**src/rtl/coh_pkg.sv**
```systemverilog
`timescale 1ns/1ps
package coh_pkg;
  typedef enum logic [2:0] {
    ST_I = 3'd0, ST_S = 3'd1, ST_E = 3'd2, ST_O = 3'd3, ST_M = 3'd4, ST_F = 3'd5
  } line_st_e;

  typedef enum logic [1:0] {
    LOC_RD = 2'd0, LOC_WR = 2'd1, LOC_EVICT = 2'd2, LOC_NOP = 2'd3
  } loc_op_e;

  typedef enum logic [1:0] {
    SNP_RD = 2'd0, SNP_RFO = 2'd1, SNP_UPG = 2'd2, SNP_NOP = 2'd3
  } snp_op_e;

  typedef enum logic [1:0] {
    BUS_NONE = 2'd0, BUS_RD = 2'd1, BUS_RFO = 2'd2, BUS_UPG = 2'd3
  } bus_op_e;

  localparam int unsigned ST_W = 3;
endpackage

```
**src/rtl/coh_state_array.sv**
```systemverilog
`timescale 1ns/1ps
module coh_state_array
  import coh_pkg::*;
#(
  parameter int unsigned NUM_LINES = 16,
  localparam int unsigned IDX_W = $clog2(NUM_LINES)
) (
  input  logic             clk_i,
  input  logic             rst_ni,
  input  logic             we_i,
  input  logic [IDX_W-1:0] widx_i,
  input  line_st_e         wdata_i,
  input  logic [IDX_W-1:0] ridx_a_i,
  output line_st_e         rdata_a_o,
  input  logic [IDX_W-1:0] ridx_b_i,
  output line_st_e         rdata_b_o
);
  line_st_e st_q [NUM_LINES];

  for (genvar g = 0; g < NUM_LINES; g++) begin : g_line
    always_ff @(posedge clk_i or negedge rst_ni) begin
      if (!rst_ni) begin
        st_q[g] <= ST_I;
      end else if (we_i && widx_i == IDX_W'(g)) begin
        st_q[g] <= wdata_i;
      end
    end
  end

  assign rdata_a_o = st_q[ridx_a_i];
  assign rdata_b_o = st_q[ridx_b_i];
endmodule

```
**src/rtl/coh_local_fsm.sv**
```systemverilog
`timescale 1ns/1ps
module coh_local_fsm
  import coh_pkg::*;
(
  input  line_st_e cur_i,
  input  loc_op_e  op_i,
  input  logic     shared_i,
  input  logic     dirty_i,
  output line_st_e nxt_o,
  output logic     upd_o,
  output logic     hit_o,
  output bus_op_e  bus_o,
  output logic     wb_o
);
  always_comb begin
    nxt_o = cur_i;
    upd_o = 1'b0;
    hit_o = 1'b0;
    bus_o = BUS_NONE;
    wb_o  = 1'b0;
    unique case (op_i)
      LOC_RD: begin
        if (cur_i != ST_I) begin
          hit_o = 1'b1;
        end else begin
          bus_o = BUS_RD;
          upd_o = 1'b1;
          // fill state chosen from the snoop responses seen with the fetch
          if (!shared_i)    nxt_o = ST_E;
          else if (dirty_i) nxt_o = ST_S;
          else              nxt_o = ST_F;
        end
      end
      LOC_WR: begin
        unique case (cur_i)
          ST_M: hit_o = 1'b1;
          ST_E: begin
            hit_o = 1'b1;
            nxt_o = ST_M;
            upd_o = 1'b1;
          end
          ST_O, ST_F: begin
            bus_o = BUS_UPG;
            nxt_o = ST_M;
            upd_o = 1'b1;
          end
          default: begin
            bus_o = BUS_RFO;
            nxt_o = ST_M;
            upd_o = 1'b1;
          end
        endcase
      end
      LOC_EVICT: begin
        if (cur_i != ST_I) begin
          nxt_o = ST_I;
          upd_o = 1'b1;
        end
        wb_o = (cur_i == ST_M) || (cur_i == ST_O);
      end
      default: ;
    endcase
  end
endmodule

```
**src/rtl/coh_snoop_fsm.sv**
```systemverilog
`timescale 1ns/1ps
module coh_snoop_fsm
  import coh_pkg::*;
(
  input  line_st_e cur_i,
  input  snp_op_e  op_i,
  output line_st_e nxt_o,
  output logic     upd_o,
  output logic     supply_o
);
  always_comb begin
    nxt_o    = cur_i;
    upd_o    = 1'b0;
    supply_o = 1'b0;
    unique case (op_i)
      SNP_RD: begin
        unique case (cur_i)
          ST_M: begin
            nxt_o    = ST_O;
            upd_o    = 1'b1;
            supply_o = 1'b1;
          end
          ST_O: supply_o = 1'b1;
          ST_F: begin
            nxt_o    = ST_S;
            upd_o    = 1'b1;
            supply_o = 1'b1;
          end
          ST_E: begin
            nxt_o = ST_S;
            upd_o = 1'b1;
          end
          default: ;
        endcase
      end
      SNP_RFO: begin
        nxt_o    = ST_I;
        upd_o    = 1'b1;
        supply_o = (cur_i == ST_M) || (cur_i == ST_O) || (cur_i == ST_F);
      end
      SNP_UPG: begin
        nxt_o = ST_I;
        upd_o = 1'b1;
      end
      default: ;
    endcase
  end
endmodule

```
**src/rtl/coh_line_ctrl.sv**
```systemverilog
`timescale 1ns/1ps
module coh_line_ctrl
  import coh_pkg::*;
#(
  parameter int unsigned NUM_LINES = 8,
  localparam int unsigned IDX_W = $clog2(NUM_LINES)
) (
  input  logic             clk_i,
  input  logic             rst_ni,
  input  logic             loc_valid_i,
  input  logic [1:0]       loc_op_i,
  input  logic [IDX_W-1:0] loc_idx_i,
  input  logic             snp_valid_i,
  input  logic [1:0]       snp_op_i,
  input  logic [IDX_W-1:0] snp_idx_i,
  input  logic             shared_i,
  input  logic             dirty_i,
  output logic [1:0]       bus_req_o,
  output logic             supply_o,
  output logic             writeback_o,
  output logic             hit_o,
  output logic [ST_W-1:0]  state_o
);
  line_st_e loc_cur, snp_cur, loc_nxt, snp_nxt, wr_st;
  logic     loc_upd, snp_upd, loc_hit, loc_wb, snp_sup;
  bus_op_e  loc_bus;
  logic     loc_go, wr_en;
  logic [IDX_W-1:0] wr_idx;

  coh_state_array #(.NUM_LINES(NUM_LINES)) u_array (
    .clk_i    (clk_i),
    .rst_ni   (rst_ni),
    .we_i     (wr_en),
    .widx_i   (wr_idx),
    .wdata_i  (wr_st),
    .ridx_a_i (loc_idx_i),
    .rdata_a_o(loc_cur),
    .ridx_b_i (snp_idx_i),
    .rdata_b_o(snp_cur)
  );

  coh_local_fsm u_local (
    .cur_i   (loc_cur),
    .op_i    (loc_op_e'(loc_op_i)),
    .shared_i(shared_i),
    .dirty_i (dirty_i),
    .nxt_o   (loc_nxt),
    .upd_o   (loc_upd),
    .hit_o   (loc_hit),
    .bus_o   (loc_bus),
    .wb_o    (loc_wb)
  );

  coh_snoop_fsm u_snoop (
    .cur_i   (snp_cur),
    .op_i    (snp_op_e'(snp_op_i)),
    .nxt_o   (snp_nxt),
    .upd_o   (snp_upd),
    .supply_o(snp_sup)
  );

  // snoop wins; the local requester retries
  assign loc_go = loc_valid_i && !snp_valid_i;

  always_comb begin
    if (snp_valid_i) begin
      wr_en  = snp_upd;
      wr_idx = snp_idx_i;
      wr_st  = snp_nxt;
    end else begin
      wr_en  = loc_valid_i && loc_upd;
      wr_idx = loc_idx_i;
      wr_st  = loc_nxt;
    end
  end

  assign bus_req_o   = loc_go ? loc_bus : BUS_NONE;
  assign hit_o       = loc_go && loc_hit;
  assign writeback_o = loc_go && loc_wb;
  assign supply_o    = snp_valid_i && snp_sup;
  assign state_o     = loc_cur;
endmodule

```
**config.mk**
```make
export PLATFORM = sky130hd
export DESIGN_NAME = coh_line_ctrl
export DESIGN_NICKNAME = d
export VERILOG_FILES = /design/src/rtl/coh_pkg.sv /design/src/rtl/coh_state_array.sv /design/src/rtl/coh_local_fsm.sv /design/src/rtl/coh_snoop_fsm.sv /design/src/rtl/coh_line_ctrl.sv
export SDC_FILE = /design/constraint.sdc
export NUM_CORES = 1
export LEC_CHECK = 0
export BUFFER_PORTS_ARGS = -buffer_cell sky130_fd_sc_hd__buf_2
export CAP_MARGIN = 20
export CORE_MARGIN = 2
export CORE_UTILIZATION = 58
export DETAILED_ROUTE_END_ITERATION = 8
export PLACE_DENSITY = 0.8
export SLEW_MARGIN = 20
export SYNTH_ARGS = -nofsm -noshare
export SYNTH_HDL_FRONTEND = slang
export SYNTH_SLANG_ARGS = --single-unit
```
**constraint.sdc**
```tcl
create_clock -name clk_i -period 2.5 [get_ports clk_i]
set_input_delay 0.375 -clock clk_i [delete_from_list [all_inputs] [get_ports clk_i]]
set_output_delay 0.375 -clock clk_i [all_outputs]
set_load 0.02 [all_outputs]
```
==> metrics.txt <==
run status=finished clean; cell count after placement=235; Final Hold Vio Count=0; max-cap violations=0; RSZ-0062 raised after global routing=yes; post-layout min period=2.50 ns; initial cell density of the core=60.3%; VDD IR max=0.553 mV; ys async rst share=100%; placed cell areas=2080 um2; Iteration-0 DRC Markers=100; TNS Setup=0 ns; most frequent cells in the layout=mux2_1 (24), dfrtp_1 (24), buf_2 (19), buf_4 (19), nor2_1 (13); Max-slew headroom=52.8%; largest family of logic cells by synthesized area=multiplexers; fraction of layout cells with a size suffix above 1=44.1%; Synth Area in XOR/XNOR=0.479%; Pleak=1.04 nW; Synth Area in Compound Gates=14.0%; Via Count=1513; fillers=194; most frequent CP cell=buf_6; clk sinks=24; register area share after synthesis=32.9%; WP data arrival=2.12 ns; adder-cell share of the synthesized area=2.05%; Chip Width=60.1 um; Yosys warnings=0; DRC=0; Hold WS=0.00542 ns; f_max=0.400 GHz; GPL Wtd Cong=0.979; fin crit share=99.9%; Design Area, Final=2300 um2; Yosys top cell area share=32.9%; Ant. Diodes=0; synthesized flop and latch total=24; CTS H-tree lvls=1; crit path capture type=output port; Area Growth Syn to Fin=25.8%; initial antenna violation count=0; cell breakdown of the critical path=mux4_2 > mux2_4 > buf_6 > a21o_1 > a21oi_2 > buf_6; largest net degree at the start of global routing=25; wirelength, routed=4480 um; required time worst endpoint=2.12 ns; critical path class=flip-flop to output port; worst-margin pin slew=0.707 ns; Mapped Cells=163; Die H=60.1 um; half-perimeter wire length after placement=3350 um; Post-synth top flop=dfrtp_1; grt total ovfl=0; core area=3030 um2; TritonCTS Buffers=3; Reg with most FFs=u_array.st_q; Clk pin slew, worst setup/hold paths=0.12 ns; first-pass GRT wire length=6960 um; cts hold-fix bufs=0; Total Routing Usage GR=26.5%; CTS Buffer Depth=2; max incr delay on CP=0.49 ns; simple-gate portion of the synthesized area=11.4%; Post-DRT Antenna Nets=0; Avg Cell Area, Syn=11.2 um2; worst-skew pair later-pin latency=0.31 ns; vias in the first global route=1460; synthesized area=1830 um2; die area=3610 um2; fin. max-slew vios=0; PwrDens=820 nW/um2; WL/cell=18.1 um; post-synthesis mux area share=35.6%; synth top area cells=dfrtp_1 (33%), mux2_1 (15%), mux4_2 (15%); Detailed Routing Iterations Pass 1=4; crit-path max FO=6; syn_nets=182; Hold Crit Class=input port to async pin; area of the multi-input gates=1250 um2; Fin Clk Skew=0.00858 ns; Yosys cell types=42; non-filler cells, final=248; CTS root buf=clkbuf_4; post-layout util=75.9%; IO buf count=23; Yosys top cell by area=dfrtp_1; via density per instance=6.10; CTS tree=yes; setup violators final=0; total I/O pin count=24; # rows=20; Top Registers=u_array.st_q: 24 flops; Critical Path Start Type=flip-flop; Largest register FFs=24; Post-synth EDFFs=0; Slowest cell on crit path=mux4_2; sequential cell area=601 um2; Nets=224
## final timing paths
| kind | start | end | slack, ns | cells after the start |
|---|---|---|---|---|
| worst max-delay path | u_array.st_q[5] | hit_o | 0.002 | 6 |
| worst min-delay path | rst_ni | u_array.st_q[12] | 0.005 | 1 |
| worst max register to register | u_array.st_q[17] | u_array.st_q[9] | 0.08 | 8 |
| worst min register to register | u_array.st_q[2] | u_array.st_q[2] | 0.53 | 1 |
| max in group asynchronous | rst_ni | u_array.st_q[1] | 2.16 | 1 |
| min in group clk_i | u_array.st_q[2] | u_array.st_q[2] | 0.53 | 1 |
## final cells by class
cell class              instances  area share, %
multi-input cells             124           54.6
flip-flops and latches         24           26.1
repair buffers                 45           14.2
well taps                      44           2.40
clock buffers                   4           1.58
inverters                       7           1.14
## logic make-up after synthesis
group,count (synthesis)
AOI/OAI and AO/OA,35
xor gates and xnor gates,1
adders and majority gates,3
buffers and inverters,15
DFF,24
muxes,45
and+or+nand+nor,40
## cell usage after synthesis (all sizes together) (2+ instances only)
master,count
a31oi,8
nor3,3
nor2b,3
inv,6
nand3,2
nand2,7
mux2i,6
o21ai,11
nor3b,4
buf,4
ha,3
a21oi,7
dfrtp,24
clkbuf,4
nor2,14
mux2,27
mux4,12
o31ai,2
and2,2
## worst max-delay path: cells and delay by family (launching register included)
| family | cells | cell delay [ns] |
|---|---|---|
| flip-flops | 1 | 0.42 |
| AO/OA/AOI/OAI | 2 | 0.30 |
| buffers and inverters | 2 | 0.28 |
| multiplexers | 2 | 0.82 |
## report_power, final
group / switching, W / leakage (nW) / internal (W)
registers: 0.000115 / 0.320 / 0.000530
logic: 0.000501 / 0.701 / 0.000542
clock network: 0.000108 / 0.0210 / 0.0000890
total: 0.000724 / 1.04 / 0.00116
## layer usage
metal	track usage (%)	share of wire, %	up-vias
met2	46.1	52	60
li1	-	-	698
met5	0	0	-
met1	33.5	42	747
met4	10.5	1.6	0
met3	3.25	4.5	8
## what timing repair did
| item | CTS | global route |
|---|---|---|
| endpoints found under the setup margin | 3 | 28 |
| pin swaps | 0 | 6 |
| gates resized for setup | 6 | 18 |
| cloned | 0 | 0 |
| setup buffers | 6 | 3 |
## per-stage QoR
stage                     total power [W]  setup WS [ns]
after floorplan                   0.00120         0.0138
after global placement            0.00144        -0.0487
after detailed placement          0.00149         -0.135
after CTS                         0.00177       -0.00444
after global routing              0.00199        -0.0662
final                             0.00189        0.00186
Power figures use the tool's default switching activity.
